[config.mk]
export PLATFORM = sky130hd
export DESIGN_NAME = todCalendar
export DESIGN_NICKNAME = d
export VERILOG_FILES = /design/src/rtl/todPkg.sv /design/src/rtl/todCtrl.sv /design/src/rtl/todData.sv /design/src/rtl/todCalendar.sv
export SDC_FILE = /design/constraint.sdc
export NUM_CORES = 1
export LEC_CHECK = 0
export BUFFER_PORTS_ARGS = -buffer_cell sky130_fd_sc_hd__buf_2
export CAP_MARGIN = 20
export CORE_MARGIN = 2
export CORE_UTILIZATION = 53
export DETAILED_ROUTE_END_ITERATION = 10
export PLACE_DENSITY = 0.69
export SLEW_MARGIN = 20
export SYNTH_ARGS = -nofsm -noshare
export SYNTH_HDL_FRONTEND = slang
export SYNTH_SLANG_ARGS = --single-unit
[constraint.sdc]
create_clock -name clk -period 13.8 [get_ports clk]
set_clock_uncertainty 0.05 [all_clocks]
set_input_delay 2.76 -clock clk [delete_from_list [all_inputs] [get_ports clk]]
set_output_delay 2.76 -clock clk [all_outputs]
set_load 0.02 [all_outputs]
[src/rtl/todPkg.sv]
package todPkg;
  localparam int FIELD_W = 8;
  localparam int NFIELD  = 8;
  localparam int SEL_W   = $clog2(NFIELD);

  localparam int F_SEC  = 0;
  localparam int F_MIN  = 1;
  localparam int F_HOUR = 2;
  localparam int F_DOW  = 3;
  localparam int F_DOM  = 4;
  localparam int F_MON  = 5;
  localparam int F_YEAR = 6;
  localparam int F_CENT = 7;

  typedef struct packed {
    logic step;   // apply one-second advance this cycle
    logic load;   // host write accepted this cycle
  } todStrobe_t;

  // decode a stored byte to a binary number
  function automatic logic [7:0] toBin(input logic [7:0] v, input logic bin);
    logic [7:0] tens;
    tens = {4'b0, v[7:4]};
    return bin ? v : (tens * 8'd10 + {4'b0, v[3:0]});
  endfunction

  // encode a binary number (0..99) into the stored form
  function automatic logic [7:0] fromBin(input logic [7:0] n, input logic bin);
    logic [7:0] t, u;
    t = n / 8'd10;
    u = n % 8'd10;
    return bin ? n : {t[3:0], u[3:0]};
  endfunction

  // {carry, next} for a field counting lo..hi
  function automatic logic [8:0] bumpField(input logic [7:0] v, input logic [7:0] lo,
                                           input logic [7:0] hi, input logic bin);
    logic [7:0] n;
    n = toBin(v, bin);
    if (n >= hi) return {1'b1, fromBin(lo, bin)};
    return {1'b0, fromBin(n + 8'd1, bin)};
  endfunction

  function automatic logic [8:0] stepHour(input logic [7:0] v, input logic bin, input logic h24);
    logic [7:0] h, e;
    logic pm;
    if (h24) return bumpField(v, 8'd0, 8'd23, bin);
    pm = v[7];
    h  = toBin({1'b0, v[6:0]}, bin);
    if (h == 8'd12) begin
      e = fromBin(8'd1, bin);
      return {1'b0, pm, e[6:0]};
    end
    if (h == 8'd11) begin
      e = fromBin(8'd12, bin);
      return {pm, ~pm, e[6:0]};
    end
    e = fromBin(h + 8'd1, bin);
    return {1'b0, pm, e[6:0]};
  endfunction

  function automatic logic [7:0] daysIn(input logic [7:0] mon, input logic [7:0] yr);
    if (mon == 8'd2) return (yr[1:0] == 2'b00) ? 8'd29 : 8'd28;
    if (mon == 8'd4 || mon == 8'd6 || mon == 8'd9 || mon == 8'd11) return 8'd30;
    return 8'd31;
  endfunction
endpackage

[src/rtl/todCtrl.sv]
module todCtrl
  import todPkg::*;
#(
  parameter int LEAD = 4
) (
  input  logic       clk,
  input  logic       rstN,
  input  logic       tick,
  input  logic       setHold,
  input  logic       wrEn,
  output todStrobe_t strobe,
  output logic       busy,
  output logic       done
);
  localparam int CNT_W = (LEAD > 1) ? $clog2(LEAD) : 1;

  logic [CNT_W-1:0] cnt;

  assign strobe.step = busy && (cnt == '0) && !setHold;
  assign strobe.load = wrEn && setHold;

  always_ff @(posedge clk) begin
    if (!rstN) begin
      busy <= 1'b0;
      cnt  <= '0;
      done <= 1'b0;
    end else begin
      done <= strobe.step;
      if (!busy) begin
        if (tick && !setHold) begin
          busy <= 1'b1;
          cnt  <= CNT_W'(LEAD - 1);
        end
      end else if (cnt == '0) begin
        busy <= 1'b0;
      end else begin
        cnt <= cnt - 1'b1;
      end
    end
  end
endmodule

[src/rtl/todData.sv]
module todData
  import todPkg::*;
(
  input  logic               clk,
  input  logic               rstN,
  input  todStrobe_t         strobe,
  input  logic               binMode,
  input  logic               hr24,
  input  logic [SEL_W-1:0]   wrSel,
  input  logic [FIELD_W-1:0] wrData,
  input  logic [SEL_W-1:0]   rdSel,
  output logic [FIELD_W-1:0] rdData
);
  logic [FIELD_W-1:0] fld [NFIELD];
  logic [FIELD_W-1:0] nxt [NFIELD];
  logic [8:0] secN, minN, hrN, dowN, domN, monN, yrN, cenN;
  logic cSec, cMin, cHour, cDay, cMon, cYear;

  always_comb begin
    secN = bumpField(fld[F_SEC], 8'd0, 8'd59, binMode);
    minN = bumpField(fld[F_MIN], 8'd0, 8'd59, binMode);
    hrN  = stepHour(fld[F_HOUR], binMode, hr24);
    dowN = bumpField(fld[F_DOW], 8'd1, 8'd7, binMode);
    domN = bumpField(fld[F_DOM], 8'd1,
                     daysIn(toBin(fld[F_MON], binMode), toBin(fld[F_YEAR], binMode)), binMode);
    monN = bumpField(fld[F_MON], 8'd1, 8'd12, binMode);
    yrN  = bumpField(fld[F_YEAR], 8'd0, 8'd99, binMode);
    cenN = bumpField(fld[F_CENT], 8'd0, 8'd99, binMode);

    cSec  = secN[8];
    cMin  = cSec && minN[8];
    cHour = cMin && hrN[8];
    cDay  = cHour && domN[8];
    cMon  = cDay && monN[8];
    cYear = cMon && yrN[8];

    nxt[F_SEC]  = secN[7:0];
    nxt[F_MIN]  = cSec  ? minN[7:0] : fld[F_MIN];
    nxt[F_HOUR] = cMin  ? hrN[7:0]  : fld[F_HOUR];
    nxt[F_DOW]  = cHour ? dowN[7:0] : fld[F_DOW];
    nxt[F_DOM]  = cHour ? domN[7:0] : fld[F_DOM];
    nxt[F_MON]  = cDay  ? monN[7:0] : fld[F_MON];
    nxt[F_YEAR] = cMon  ? yrN[7:0]  : fld[F_YEAR];
    nxt[F_CENT] = cYear ? cenN[7:0] : fld[F_CENT];
  end

  for (genvar i = 0; i < NFIELD; i++) begin : gFld
    localparam logic [FIELD_W-1:0] RST_VAL =
      (i == F_DOW || i == F_DOM || i == F_MON) ? FIELD_W'(1) : '0;
    always_ff @(posedge clk) begin
      if (!rstN)                                   fld[i] <= RST_VAL;
      else if (strobe.load && wrSel == SEL_W'(i))  fld[i] <= wrData;
      else if (strobe.step)                        fld[i] <= nxt[i];
    end
  end

  assign rdData = fld[rdSel];
endmodule

[src/rtl/todCalendar.sv]
module todCalendar
  import todPkg::*;
#(
  parameter int LEAD = 4
) (
  input  logic               clk,
  input  logic               rstN,
  input  logic               tick,
  input  logic               setHold,
  input  logic               binMode,
  input  logic               hr24,
  input  logic               wrEn,
  input  logic [SEL_W-1:0]   wrSel,
  input  logic [FIELD_W-1:0] wrData,
  input  logic [SEL_W-1:0]   rdSel,
  output logic [FIELD_W-1:0] rdData,
  output logic               updBusy,
  output logic               updDone
);
  todStrobe_t strobe;

  todCtrl #(.LEAD(LEAD)) ctrlI (
    .clk(clk), .rstN(rstN), .tick(tick), .setHold(setHold), .wrEn(wrEn),
    .strobe(strobe), .busy(updBusy), .done(updDone)
  );

  todData dataI (
    .clk(clk), .rstN(rstN), .strobe(strobe), .binMode(binMode), .hr24(hr24),
    .wrSel(wrSel), .wrData(wrData), .rdSel(rdSel), .rdData(rdData)
  );
endmodule

==> flow_metrics.tcl <==
set metrics [dict create \
    detailedRoute.firstPassIterationCount 7 \
    hpwl_um 33700 \
    synth_area_per_cell_sq_um 7.76 \
    setup_violations 0 \
    crit_path_max_fanout 114 \
    mostFrequentLayoutCells "sky130_fd_sc_hd__nand2_1, sky130_fd_sc_hd__nor2_1, sky130_fd_sc_hd__a21oi_1, sky130_fd_sc_hd__ha_1, sky130_fd_sc_hd__o21ai_0" \
    post-route-drc-count 0 \
    synth_seq_area_share 0.138 \
    outcome "finished clean" \
    ios 31 \
    first_pass_grt_wire_length_um 71500 \
    cts_buffers 9 \
    resize_count_post_cts 0 \
    dominantRegCellSynth "sky130_fd_sc_hd__edfxtp_1" \
    hold_path.class "register to register" \
    cap_violations 0 \
    clock_tree_from_tritoncts "built" \
    initial_utilization 0.540 \
    cts_sinks 68 \
    synth_area_leader_cell "sky130_fd_sc_hd__edfxtp_1" \
    worst_setup_sp_type "input port" \
    cts-hold-fix-buffers 0 \
    clkTransAtPathRegs_ps 60 \
    library_cell_used_as_clock_root_buffer "sky130_fd_sc_hd__clkbuf_16" \
    gp_congestion 0.963 \
    syn_area_sq_um 14500 \
    filler_cells 2585 \
    wire_length_per_cell_after_detailed_routing_um 20.1 \
    maximum_number_of_pins_on_one_net_before_global_route_repair 115 \
    grt_pass1_vias 13700 \
    clock_latency_ps 350 \
    cts.path.max_buffers 2 \
    timing.final.crit_share 0.654 \
    postCtsSetupRepairBufs 0 \
    route.antenna.remaining_nets 0 \
    totalPowerFinal_mw 1.36 \
    total_leakage_power_nw 5.70 \
    std_cell_rows 60 \
    cp_data_arrival_time_ps 9180 \
    hold_violations 0 \
    mostFrequentLayoutCell "sky130_fd_sc_hd__nand2_1" \
    post_route_setup_tns_ps 0 \
    cp_data_required_time_ps 13960 \
    max_freq_mhz 111 \
    gr-usage-all-layers 0.303 \
    yosys-top-cells-area "sky130_fd_sc_hd__edfxtp_1, sky130_fd_sc_hd__ha_1, sky130_fd_sc_hd__nand2_1, sky130_fd_sc_hd__xnor2_1, sky130_fd_sc_hd__a21oi_1" \
    report.final.slew_viol_count 0 \
    period_needed_ps 9020 \
    power.ir.vdd_worst_uv 54.0 \
    power_density_nw_per_um2 90.2 \
    layout-area-overhead-vs-synth_pct 4.29 \
    critPathCaptureType "register" \
    floorplan.die_area_sq_um 28700 \
    worst_slew_margin_rel 0.308 \
    vias_per_cell 6.89 \
    grt_setup_unrepaired "no" \
    yosysWarnings 0 \
    synth_seq_cells 68 \
    io_buffers 30 \
    synth_largest_type_area_fraction 0.133 \
    routed_wirelength_um 44100 \
    worst-setup-path-type "input port to register" \
    post_route_cells_drive_above_1_share 0.0997 \
    dieWidth_um 169 \
    gr-total-overflow 0 \
    fp.coreArea_sq_um 26900 \
    post_synth_inst_count 1868 \
    synth_enable_flop_cells 64 \
    h-tree-depth 3 \
    grt_antenna_before_repair 6 \
    nNetsFinal 1979 \
    syn_nets 2007 \
    drtIter0Drc 1525 \
    synth-async-reset-ratio 0 \
    post_synth_num_cell_types 126 \
    tightest_slew_ps 1040 \
    die_height_um 169 \
    number_of_vias_in_the_routed_layout 15100 \
]
==> per-stage QoR <==
step | util | area [sq um] | std cells | hold slack [ps] | setup WS, ps
global placement | 0.550 | 14800 | 2170 | 405 | 4900
detailed placement | 0.550 | 14800 | 2170 | 407 | 4610
global route | 0.563 | 15100 | 2191 | 475 | 4240
CTS | 0.561 | 15100 | 2186 | 418 | 4970
floorplan | - | 14500 | 1868 | 387 | 5160
finish | 0.563 | 15100 | 2193 | 417 | 4780
==> registers in the layout, indices dropped and copies added (netlist names) <==
name	cells
ctrlI.done	1
dataI.fld	64
ctrlI.cnt	2
ctrlI.busy	1
==> where the power goes <==
group          switching [mW]  internal (mW)
Sequential             0.0256          0.239
Clock                   0.105          0.143
Combinational           0.522          0.328
Total                   0.653          0.711
==> cell type report <==
cell class / instances / area [sq um] / area share
diodes: 7 / 17.5 / 0.00116
multi-input cells: 1629 / 11800 / 0.780
flip-flops and latches: 68 / 2000 / 0.132
clock buffers: 9 / 225 / 0.0149
repair buffers: 41 / 239 / 0.0158
well taps: 341 / 427 / 0.0282
clock inverters: 7 / 82.6 / 0.00546
inverters: 91 / 342 / 0.0226
==> worst max-delay path, stage by stage <==
cell	delay, ps
sky130_fd_sc_hd__buf_6	550
sky130_fd_sc_hd__buf_4	740
sky130_fd_sc_hd__inv_2	80
sky130_fd_sc_hd__buf_4	320
sky130_fd_sc_hd__and2_1	220
sky130_fd_sc_hd__mux2i_1	460
sky130_fd_sc_hd__nand2_1	320
sky130_fd_sc_hd__xnor2_1	240
sky130_fd_sc_hd__ha_1	240
sky130_fd_sc_hd__nand2b_1	140
sky130_fd_sc_hd__nor4_1	200
sky130_fd_sc_hd__nand3_1	110
sky130_fd_sc_hd__a211o_1	300
sky130_fd_sc_hd__o311ai_2	170
sky130_fd_sc_hd__inv_1	190
sky130_fd_sc_hd__a31oi_4	340
sky130_fd_sc_hd__a2111oi_0	130
sky130_fd_sc_hd__a21oi_1	360
sky130_fd_sc_hd__o22ai_1	150
sky130_fd_sc_hd__a221oi_1	320
sky130_fd_sc_hd__ha_1	290
sky130_fd_sc_hd__mux2_2	260
sky130_fd_sc_hd__o21ai_1	110
==> layer usage <==
layer	share of wire	up-vias	GRT usage	routed length, um
li1	-	7175	-	-
met1	0.43	7196	0.412	19100
met2	0.47	644	0.505	20500
met5	0	-	0	0
met4	0.029	0	0.0918	1290
met3	0.074	96	0.0338	3260
==> synth_stat cells (all sizes together), types with 39 or more instances <==
cell type	instances
nand2	169
nor2	153
o21ai	119
a21oi	118
ha	102
inv	90
nand3	78
xnor2	71
edfxtp	64
nor3	56
clkbuf	41
o211ai	40
buf	39
==> path summary, 6_finish.rpt <==
path	start	end	slack, ps	depth (start not counted)
worst min register to register	ctrlI.cnt[0]	ctrlI.cnt[0]	420	1
worst max-delay path	binMode	dataI.fld[7][2]	4780	23
worst max register to register	dataI.fld[7][5]	dataI.fld[7][2]	7060	24
worst min-delay path	ctrlI.cnt[0]	ctrlI.cnt[0]	420	1
==> cells by family after synthesis <==
| family | count (synthesis) | share of synthesized area |
|---|---|---|
| DFF | 68 | 0.138 |
| muxes | 84 | 0.0758 |
| AOI/OAI and AO/OA | 628 | 0.318 |
| buffers and inverters | 171 | 0.0504 |
| adders and majority gates | 122 | 0.113 |
| and+or+nand+nor | 699 | 0.246 |
| xor gates and xnor gates | 96 | 0.0585 |
Power figures use the tool's default switching activity.
